===== config.mk =====
export PLATFORM = sky130hd
export DESIGN_NAME = dpot_wiper_top
export DESIGN_NICKNAME = d
export VERILOG_FILES = /design/src/rtl/dpot_pkg.sv /design/src/rtl/dpot_i2c_ctrl.sv /design/src/rtl/dpot_wiper_dp.sv /design/src/rtl/dpot_wiper_top.sv
export SDC_FILE = /design/constraint.sdc
export NUM_CORES = 1
export LEC_CHECK = 0
export BUFFER_PORTS_ARGS = -buffer_cell sky130_fd_sc_hd__buf_2
export CORE_ASPECT_RATIO = 1.75
export CORE_MARGIN = 8
export CORE_UTILIZATION = 47
export CTS_CLUSTER_DIAMETER = 50
export DETAILED_ROUTE_END_ITERATION = 16
export HOLD_SLACK_MARGIN = 0.05
export PLACE_DENSITY = 0.82
export SYNTH_ARGS = -nofsm -noshare
export SYNTH_HDL_FRONTEND = slang
export SYNTH_SLANG_ARGS = --single-unit

===== constraint.sdc =====
create_clock -name clk -period 2.7 [get_ports clk]
set_input_delay 0.135 -clock clk [delete_from_list [all_inputs] [get_ports clk]]
set_output_delay 0.135 -clock clk [all_outputs]
set_load 0.01 [all_outputs]

===== src/rtl/dpot_pkg.sv =====
package dpot_pkg;

  // Strobes from bus control to the wiper datapath
  typedef struct packed {
    logic rxShift;  // shift sampled data bit into receive register
    logic rxBit;    // the sampled data bit
    logic txLoad;   // load transmit register from the wiper
    logic txShift;  // advance transmit register by one bit
    logic wiperWr;  // commit received byte to the wiper
  } dpStrobe_t;

  typedef enum logic [3:0] {
    BUS_IDLE,
    BUS_ADDR,
    BUS_ADDR_ACK,
    BUS_PTR,
    BUS_PTR_ACK,
    BUS_DATA,
    BUS_DATA_ACK,
    BUS_RD_BYTE,
    BUS_RD_ACK,
    BUS_RD_AGAIN,
    BUS_IGNORE
  } busState_t;

endpackage


===== src/rtl/dpot_i2c_ctrl.sv =====
module dpot_i2c_ctrl
  import dpot_pkg::*;
#(
  parameter int unsigned ADDR_W = 7,
  parameter logic [ADDR_W-1:0] SLAVE_ADDR = 7'h2E,
  parameter int unsigned BYTE_W = 8,
  parameter int unsigned TX_W = BYTE_W - 1
) (
  input  logic              clk,
  input  logic              rstN,
  input  logic              sclIn,
  input  logic              sdaIn,
  input  logic [BYTE_W-1:0] rxByte,
  input  logic              txNextBit,
  output dpStrobe_t         strb,
  output logic              sdaDrive
);

  localparam int unsigned CNT_W = $clog2(BYTE_W);
  localparam logic [CNT_W-1:0] LAST_BIT = CNT_W'(BYTE_W - 1);

  logic [2:0] sclSync, sdaSync;
  logic sclNow, sclOld, sdaNow, sdaOld;
  logic sclRise, sclFall, startDet, stopDet;
  busState_t state;
  logic [CNT_W-1:0] bitCnt;
  logic byteFull;
  logic rwBit;
  logic rxPhase;

  assign sclNow = sclSync[1];
  assign sclOld = sclSync[2];
  assign sdaNow = sdaSync[1];
  assign sdaOld = sdaSync[2];

  assign sclRise  = sclNow && !sclOld;
  assign sclFall  = !sclNow && sclOld;
  assign startDet = sclNow && sclOld && sdaOld && !sdaNow;
  assign stopDet  = sclNow && sclOld && !sdaOld && sdaNow;

  assign rxPhase = (state == BUS_ADDR) || (state == BUS_PTR) || (state == BUS_DATA);

  always_comb begin
    strb.rxShift = sclRise && rxPhase;
    strb.rxBit   = sdaNow;
    strb.txLoad  = sclFall && (((state == BUS_ADDR_ACK) && rwBit) || (state == BUS_RD_AGAIN));
    strb.txShift = sclFall && (state == BUS_RD_BYTE) && (bitCnt != LAST_BIT);
    strb.wiperWr = sclFall && (state == BUS_DATA_ACK);
  end

  always_ff @(posedge clk or negedge rstN) begin
    if (!rstN) begin
      sclSync  <= '1;
      sdaSync  <= '1;
      state    <= BUS_IDLE;
      bitCnt   <= '0;
      byteFull <= 1'b0;
      rwBit    <= 1'b0;
      sdaDrive <= 1'b0;
    end else begin
      sclSync <= {sclSync[1:0], sclIn};
      sdaSync <= {sdaSync[1:0], sdaIn};
      if (stopDet) begin
        state    <= BUS_IDLE;
        byteFull <= 1'b0;
        sdaDrive <= 1'b0;
      end else if (startDet) begin
        state    <= BUS_ADDR;
        bitCnt   <= '0;
        byteFull <= 1'b0;
        sdaDrive <= 1'b0;
      end else begin
        unique case (state)
          BUS_ADDR, BUS_PTR, BUS_DATA: begin
            if (sclRise) begin
              bitCnt <= bitCnt + 1'b1;
              if (bitCnt == LAST_BIT) byteFull <= 1'b1;
            end else if (sclFall && byteFull) begin
              byteFull <= 1'b0;
              bitCnt   <= '0;
              if (state == BUS_ADDR) begin
                if (rxByte[BYTE_W-1:1] == SLAVE_ADDR) begin
                  sdaDrive <= 1'b1;
                  rwBit    <= rxByte[0];
                  state    <= BUS_ADDR_ACK;
                end else begin
                  state <= BUS_IGNORE;
                end
              end else if (state == BUS_PTR) begin
                sdaDrive <= 1'b1;
                state    <= BUS_PTR_ACK;
              end else begin
                sdaDrive <= 1'b1;
                state    <= BUS_DATA_ACK;
              end
            end
          end
          BUS_ADDR_ACK: begin
            if (sclFall) begin
              bitCnt <= '0;
              if (rwBit) begin
                sdaDrive <= 1'b1;  // leading bit of the reply is always 0
                state    <= BUS_RD_BYTE;
              end else begin
                sdaDrive <= 1'b0;
                state    <= BUS_PTR;
              end
            end
          end
          BUS_PTR_ACK: begin
            if (sclFall) begin
              sdaDrive <= 1'b0;
              state    <= BUS_DATA;
            end
          end
          BUS_DATA_ACK: begin
            if (sclFall) begin
              sdaDrive <= 1'b0;
              state    <= BUS_IGNORE;
            end
          end
          BUS_RD_BYTE: begin
            if (sclFall) begin
              if (bitCnt == LAST_BIT) begin
                sdaDrive <= 1'b0;
                state    <= BUS_RD_ACK;
              end else begin
                sdaDrive <= !txNextBit;
                bitCnt   <= bitCnt + 1'b1;
              end
            end
          end
          BUS_RD_ACK: begin
            if (sclRise) state <= sdaNow ? BUS_IGNORE : BUS_RD_AGAIN;
          end
          BUS_RD_AGAIN: begin
            if (sclFall) begin
              sdaDrive <= 1'b1;
              bitCnt   <= '0;
              state    <= BUS_RD_BYTE;
            end
          end
          default: ;
        endcase
      end
    end
  end

  // the pull-low only moves on a falling clock, never while SCL is held high
  a_r7_sda_steady_scl_high: assert property (@(posedge clk) disable iff (!rstN)
    (sclNow && sclOld && !startDet && !stopDet) |=> $stable(sdaDrive));

  // a STOP always leaves the line released
  a_r6_stop_releases: assert property (@(posedge clk) disable iff (!rstN)
    stopDet |=> !sdaDrive);

  // a foreign address is never acknowledged
  a_r5_foreign_no_ack: assert property (@(posedge clk) disable iff (!rstN)
    ((state == BUS_ADDR) && sclFall && byteFull && !startDet && !stopDet &&
     (rxByte[BYTE_W-1:1] != SLAVE_ADDR)) |=> !sdaDrive);

endmodule


===== src/rtl/dpot_wiper_dp.sv =====
module dpot_wiper_dp
  import dpot_pkg::*;
#(
  parameter int unsigned CODE_W = 7,
  parameter int unsigned RESET_CODE = 64,
  parameter int unsigned BYTE_W = 8,
  parameter int unsigned TX_W = BYTE_W - 1,
  parameter int unsigned TAPS = 1 << CODE_W
) (
  input  logic              clk,
  input  logic              rstN,
  input  dpStrobe_t         strb,
  output logic [BYTE_W-1:0] rxByte,
  output logic              txNextBit,
  output logic [TAPS-1:0]   tapSel
);

  logic [CODE_W-1:0] wiper;
  logic [TX_W-1:0]   txReg;

  always_ff @(posedge clk or negedge rstN) begin
    if (!rstN) begin
      rxByte <= '0;
      txReg  <= '0;
      wiper  <= CODE_W'(RESET_CODE);
    end else begin
      if (strb.rxShift) rxByte <= {rxByte[BYTE_W-2:0], strb.rxBit};
      if (strb.txLoad) txReg <= TX_W'(wiper);
      else if (strb.txShift) txReg <= txReg << 1;
      if (strb.wiperWr) wiper <= rxByte[CODE_W-1:0];
    end
  end

  assign txNextBit = txReg[TX_W-1];

  // Ladder decoder: one comparator per tap
  generate
    for (genvar t = 0; t < TAPS; t++) begin : g_tap
      assign tapSel[t] = (wiper == CODE_W'(t));
    end
  endgenerate

  // exactly one ladder switch closed
  a_r2_one_tap: assert property (@(posedge clk) disable iff (!rstN)
    $countones(tapSel) == 1);

  // a commit takes the low bits of the received byte
  a_r3_commit_low_bits: assert property (@(posedge clk) disable iff (!rstN)
    strb.wiperWr |=> wiper == $past(rxByte[CODE_W-1:0]));

  // without a commit strobe the wiper holds
  a_r6_wiper_holds: assert property (@(posedge clk) disable iff (!rstN)
    !strb.wiperWr |=> $stable(wiper));

endmodule


===== src/rtl/dpot_wiper_top.sv =====
module dpot_wiper_top
  import dpot_pkg::*;
#(
  parameter logic [6:0] SLAVE_ADDR = 7'h2E,
  parameter int unsigned CODE_W = 7,
  parameter int unsigned RESET_CODE = 64
) (
  input  logic                     clk,
  input  logic                     rstN,
  input  logic                     sclIn,
  input  logic                     sdaIn,
  output logic                     sdaPullLow,
  output logic [(1 << CODE_W)-1:0] tapSel
);

  localparam int unsigned BYTE_W = 8;
  localparam int unsigned TX_W = BYTE_W - 1;

  dpStrobe_t strb;
  logic [BYTE_W-1:0] rxByte;
  logic txNextBit;

  dpot_i2c_ctrl #(
    .ADDR_W(7), .SLAVE_ADDR(SLAVE_ADDR), .BYTE_W(BYTE_W), .TX_W(TX_W)
  ) ctrl_i (
    .clk(clk), .rstN(rstN), .sclIn(sclIn), .sdaIn(sdaIn),
    .rxByte(rxByte), .txNextBit(txNextBit), .strb(strb), .sdaDrive(sdaPullLow)
  );

  dpot_wiper_dp #(
    .CODE_W(CODE_W), .RESET_CODE(RESET_CODE), .BYTE_W(BYTE_W), .TX_W(TX_W),
    .TAPS(1 << CODE_W)
  ) dp_i (
    .clk(clk), .rstN(rstN), .strb(strb),
    .rxByte(rxByte), .txNextBit(txNextBit), .tapSel(tapSel)
  );

endmodule


[After elaboration in Yosys (flattened, before gate mapping)]
Index checks and enable logic that the tools add are counted.
Storage, ports and cells
  register bits: 38
  input bits: 4
  output and inout bits: 129
  logic and storage cells: 251
Operators by class
  add/sub/neg operators: 1
  eq/ne operators: 155
  mux-type cells: 45
  bitwise gates (word level): 3
  reductions and logical operators: 37
Operator list (count)
  $eq A7 B7 Y1 const B: 64
  $eq A7 B6 Y1 const B: 33
  $eq A7 B5 Y1 const B: 16
  $eq A7 B4 Y1 const B: 8
  $mux W4: 13
  $ne A4 B1 Y1 const B: 9
  $eq A7 B3 Y1 const B: 4
  $pmux W4 S7: 1
  $mux W3: 7
  $mux W1: 18
  $eq A4 B3 Y1 const B: 4
  $eq A7 B2 Y1 const B: 2
  $logic_and A1 B1 Y1: 14
  $mux W7: 2
  $reduce_and A10 Y1: 1
  $pmux W3 S3: 1
  $reduce_bool A9 Y1: 1
  $eq A4 B2 Y1 const B: 2
  $eq A4 B4 Y1 const B: 2
  $ne A4 B4 Y1 const B: 2
  $reduce_and A8 Y1: 1
  $reduce_bool A4 Y1: 2
  $eq A7 B1 Y1 const B: 1
  $logic_not A7 Y1: 1
  other kinds (21): 32

[Depth between registers and ports, before layout]
  depth in word-level cells: 8
  gate-level depth with buffers: 9
  gate-level depth less buffers: 8

[Modules after synthesis]
Synthesis repeated with hierarchy kept, for this count alone.
Unflattened totals
  cells, all modules: 377
  area total of the unflattened synthesis: 2914.0 sq um
Modules (own cells, without submodules)
  dpot_wiper_dp: times used 1, cells an instance 244, area an instance 1729.2 sq um
  dpot_i2c_ctrl: times used 1, cells an instance 133, area an instance 1184.9 sq um

[Worst setup path after synthesis]
No wires, ideal clock.
  path type: register to register
  start: reg ctrl_i.sclSync[1]
  end: reg ctrl_i.state[2]
  setup time: 0.069 ns
  arrival: 1.878 ns
  slack: 0.753 ns
  stages on the path, launching flop included: 9
  path buffers: 2
  period minus slack after synthesis: 1.947 ns
  path through: dfstp_2 -> buf_2 -> nand2b_1 -> a211oi_2 -> o21ai_1 -> or3b_1 -> buf_2 -> mux2_4 -> nor2_2
On the way
  longest elaborated chain between the ends: 5
  elaborated cells on any way between the ends: 22
Ends and longest elaborated chain
  from (decl): RTL line dpot_i2c_ctrl.sv:22  | logic [2:0] sclSync, sdaSync;
  from (signal assigned): RTL line dpot_i2c_ctrl.sv:61  | sclSync <= {sclSync[1:0], sclIn};
  $logic_and A1 B1 Y1 or $logic_not A1 Y1 (tied branches): RTL line dpot_i2c_ctrl.sv:38, dpot_i2c_ctrl.sv:39, dpot_i2c_ctrl.sv:37
  $logic_and A1 B1 Y1, on equally long branches: RTL line dpot_i2c_ctrl.sv:39, dpot_i2c_ctrl.sv:37, dpot_i2c_ctrl.sv:38
  $logic_and A1 B1 Y1, on equally long branches: RTL line dpot_i2c_ctrl.sv:39, dpot_i2c_ctrl.sv:78, dpot_i2c_ctrl.sv:38
  $reduce_bool A9 Y1 (no source line) (tied with other cells)
  $reduce_and A10 Y1 (no source line) or $mux W4 (tied branches)
  to (signal assigned): RTL line dpot_i2c_ctrl.sv:134  | if (sclRise) state <= sdaNow ? BUS_IGNORE : BUS_RD_AGAIN;
  to (decl): RTL line dpot_i2c_ctrl.sv:25  | busState_t state;
Several ways; a longest one is shown, not always the timed one.
A chain may end at the register's enable or synchronous reset.

[Final worst setup path]
  start: reg ctrl_i.state[1]
  end: reg ctrl_i.state[2]
On the way
  longest elaborated chain between the ends: 7
  elaborated cells on any way between the ends: 27
Ends and longest elaborated chain
  $eq A4 B1 Y1: RTL line dpot_i2c_ctrl.sv:73, dpot_i2c_ctrl.sv:81
  $mux W4: RTL line dpot_i2c_ctrl.sv:81  | if (state == BUS_ADDR) begin
  $mux W4: RTL line dpot_i2c_ctrl.sv:78  | end else if (sclFall && byteFull) begin
  $mux W4: RTL line dpot_i2c_ctrl.sv:75  | if (sclRise) begin
  $pmux W4 S7: RTL line dpot_i2c_ctrl.sv:73  | unique case (state)
  $mux W4: RTL line dpot_i2c_ctrl.sv:67  | end else if (startDet) begin
  $mux W4: RTL line dpot_i2c_ctrl.sv:63  | if (stopDet) begin
Several ways; a longest one is shown, not always the timed one. The select of a mux whose other input is x is not followed.

==> run summary <==
status -> finished, final reports clean
I/O Pins -> 133
final core utilization -> 63.89%
DP Area -> 3372 um2
HPWL Detailed -> 7966 um
DR iter-0 viols -> 199
Yosys Warn Count -> 0
number of global-route vias before repair -> 2966
via count -> 3133
Initial DRT Pass Iterations -> 5
Initial Utilization -> 48.69%
first-pass GRT wire length -> 15260 um
ant diodes -> 0
min Tclk post-route -> 2174 ps
WL met2 -> 5174 um
most used flip-flop cell after synthesis -> dfrtp_1
Die Footprint -> 8515 um2
CTS tree -> yes
synthesis-to-finish area growth -> 31.22%
Die W -> 73.27 um
worst-path cell chain -> nor2_1 -> o211ai_2 -> o21a_1 -> or3b_1 -> mux2_4 -> nor2_2
TNS Setup -> 0 ps
Routed met1 length -> 3460 um
commonest non-fill, non-tap cell in the layout -> nor2_1
H-tree depth -> 2
DR top layer -> met4
FF+latch count, synth -> 38
# Post-CTS Setup Buffers -> 0
Fmax achieved -> 0.4599 GHz
worst-margin pin slew -> 832.5 ps
CTS clk-pin slew, worst paths -> 80 ps
Max VDD drop -> 0.0006350 V
Crit Path Max Fanout -> 17
metal3 WL -> 934 um
share of cells above drive strength 1 -> 35.43%
Remaining Overflow, GRT -> 0
Synth Net Count -> 380
Syn Std Cell Area -> 2698 um2
Crit-path slowest cell -> dfrtp_1
crit share post-route -> 80.53%
share of synthesized registers carrying an async set or reset -> 100.0%
GR Util All Layers -> 22.78%
FP Rows -> 36
most frequent cells in the layout -> nor2_1 (144), buf_2 (132), nand2_1 (39)
delay of the slowest cell on the worst path -> 660 ps
clock sink count -> 38
register area share after synthesis -> 35.58%
Final Cell Area -> 3540 um2
Mapped Avg Cell Area -> 7.213 um2
fin. max-slew vios -> 0
setup ws final -> 525.7 ps
Syn Inst Count -> 374
critical path type -> flop to flop
Antenna Nets Post-Route -> 0
EDFF count, synth -> 0
post-cts resize count -> 0
Worst setup startpoint -> ctrl_i.state[1]
CP Data Required Time -> 2940 ps
leakage power -> 1.899 nW
IO buf count -> 132
Final nets -> 499
CP Capture Type -> flop
initial antenna violation count -> 0
Clk Latency, worst-skew pair -> 300 ps
CP Launch Type -> flop
hold_sp -> ctrl_i.sdaSync[0]
crit path DAT -> 2410 ps
Placement Setup Slack -> 586.9 ps
number of buffers created by CTS -> 5
CTS max path bufs -> 2
total routed wirelength -> 10010 um
final setup violation count -> 0
core area -> 5540 um2
Layout Skew -> 7.453 ps
final hold vios -> 0
RR Startpoint -> ctrl_i.state[1]
DR vias/cell -> 5.496
Synth cell types -> 57
Rel. slew slack -> 44.50%
Max-cap violations -> 0
Die H -> 116.2 um
WL per Instance -> 17.55 um
Hold WC Path Type -> flop to flop
root buf cell -> clkbuf_8
# DRC -> 0
GPL Wtd Cong -> 0.9823
Layout fillers -> 524
RSZ-0062 raised after global routing -> no
largest net degree at the start of global routing -> 39
power per cell area -> 749.5 nW/um2
==> logic make-up after synthesis <==
group	after synthesis	share of synthesized area (%)
mux	20	8.349
xor+xnor	3	0.9742
compound gates	48	12.20
buf+inv	33	5.102
flops	38	35.58
fa+ha+maj	2	0.9275
simple gates	230	36.87
==> through the flow <==
step                std cells  hold WS, ps  total power, mW
finish                    570        357.7            2.653
global route              570        361.4            2.838
CTS                       570        360.1            2.657
detailed placement        559        241.8            2.062
global placement          559        241.5            2.041
floorplan                 374       -160.6            1.773
==> registers in the layout (all words and copies together) (netlist names) <==
register and count:
ctrl_i.rwBit 1, ctrl_i.sdaSync 3, ctrl_i.bitCnt 3, dp_i.txReg 7
ctrl_i.state 4, dp_i.rxByte 8, ctrl_i.sclSync 3, dp_i.wiper 7
ctrl_i.sdaDrive 1, ctrl_i.byteFull 1
==> area by class of cell <==
cell class	instances	area, um2	area share (%)
Clock inverter	3	68.82	1.944
Sequential cell	38	959.7	27.11
Multi-Input combinational cell	303	1600	45.21
Timing Repair Buffer	140	728.2	20.57
Clock buffer	5	68.82	1.944
Inverter	5	18.77	0.5302
Tap cell	76	95.09	2.686
==> critical path, delay by kind of cell, from the launching register on <==
kind            cells  cell delay (ps)
flops               1              660
simple gates        3              770
mux                 1              350
compound gates      2              320
==> final timing paths <==
path                       cells after the start           endpoint  slack (ps)
max                                            6    ctrl_i.state[2]         530
min                                            0  ctrl_i.sdaSync[1]         360
max reg2reg                                    6    ctrl_i.state[2]         530
min reg2reg                                    0  ctrl_i.sdaSync[1]         360
max in group asynchronous                      2    ctrl_i.state[3]        1700
min in group asynchronous                      2    ctrl_i.state[2]         470
==> cell usage after synthesis (all sizes together), types with 2 or more instances <==
library cell,number,area (um2)
nor2,145,546.8
mux2,17,195.2
a211oi,3,32.53
dfrtp,31,775.7
nor2b,10,62.56
clkbuf,18,67.56
or3b,2,17.52
o21ai,14,70.07
mux2i,3,30.03
nand2,39,146.4
buf,10,51.30
dfstp,7,183.9
a31oi,3,18.77
nand2b,3,18.77
a21oi,6,30.03
o22ai,2,12.51
nand4,2,12.51
xor2,2,17.52
a22oi,8,60.06
nand3b,4,30.03
nor3,3,15.01
ha,2,25.02
inv,5,18.76
o211ai,2,20.02
nand3,11,55.05
==> routing by layer <==
metal  GRT usage [%]  vias to the layer above
met5               0                        -
met4           13.17                        0
met3           5.245                       34
met2           43.13                      175
met1           21.30                     1453
li1                -                     1471
==> repair_timing <==
action / in CTS / in global routing
setup endpoints to repair: 0 / 0
hold endpoints to repair: 33 / 0
hold buffers: 3 / 0
==> power by group <==
part,switching (mW),leakage [nW],total [mW],internal (mW)
Sequential,0.233,0.490,0.925,0.692
Combinational,0.675,1.34,1.15,0.478
Clock,0.206,0.0683,0.576,0.370
Total,1.11,1.90,2.65,1.54
(Power assumes the default switching activity.)
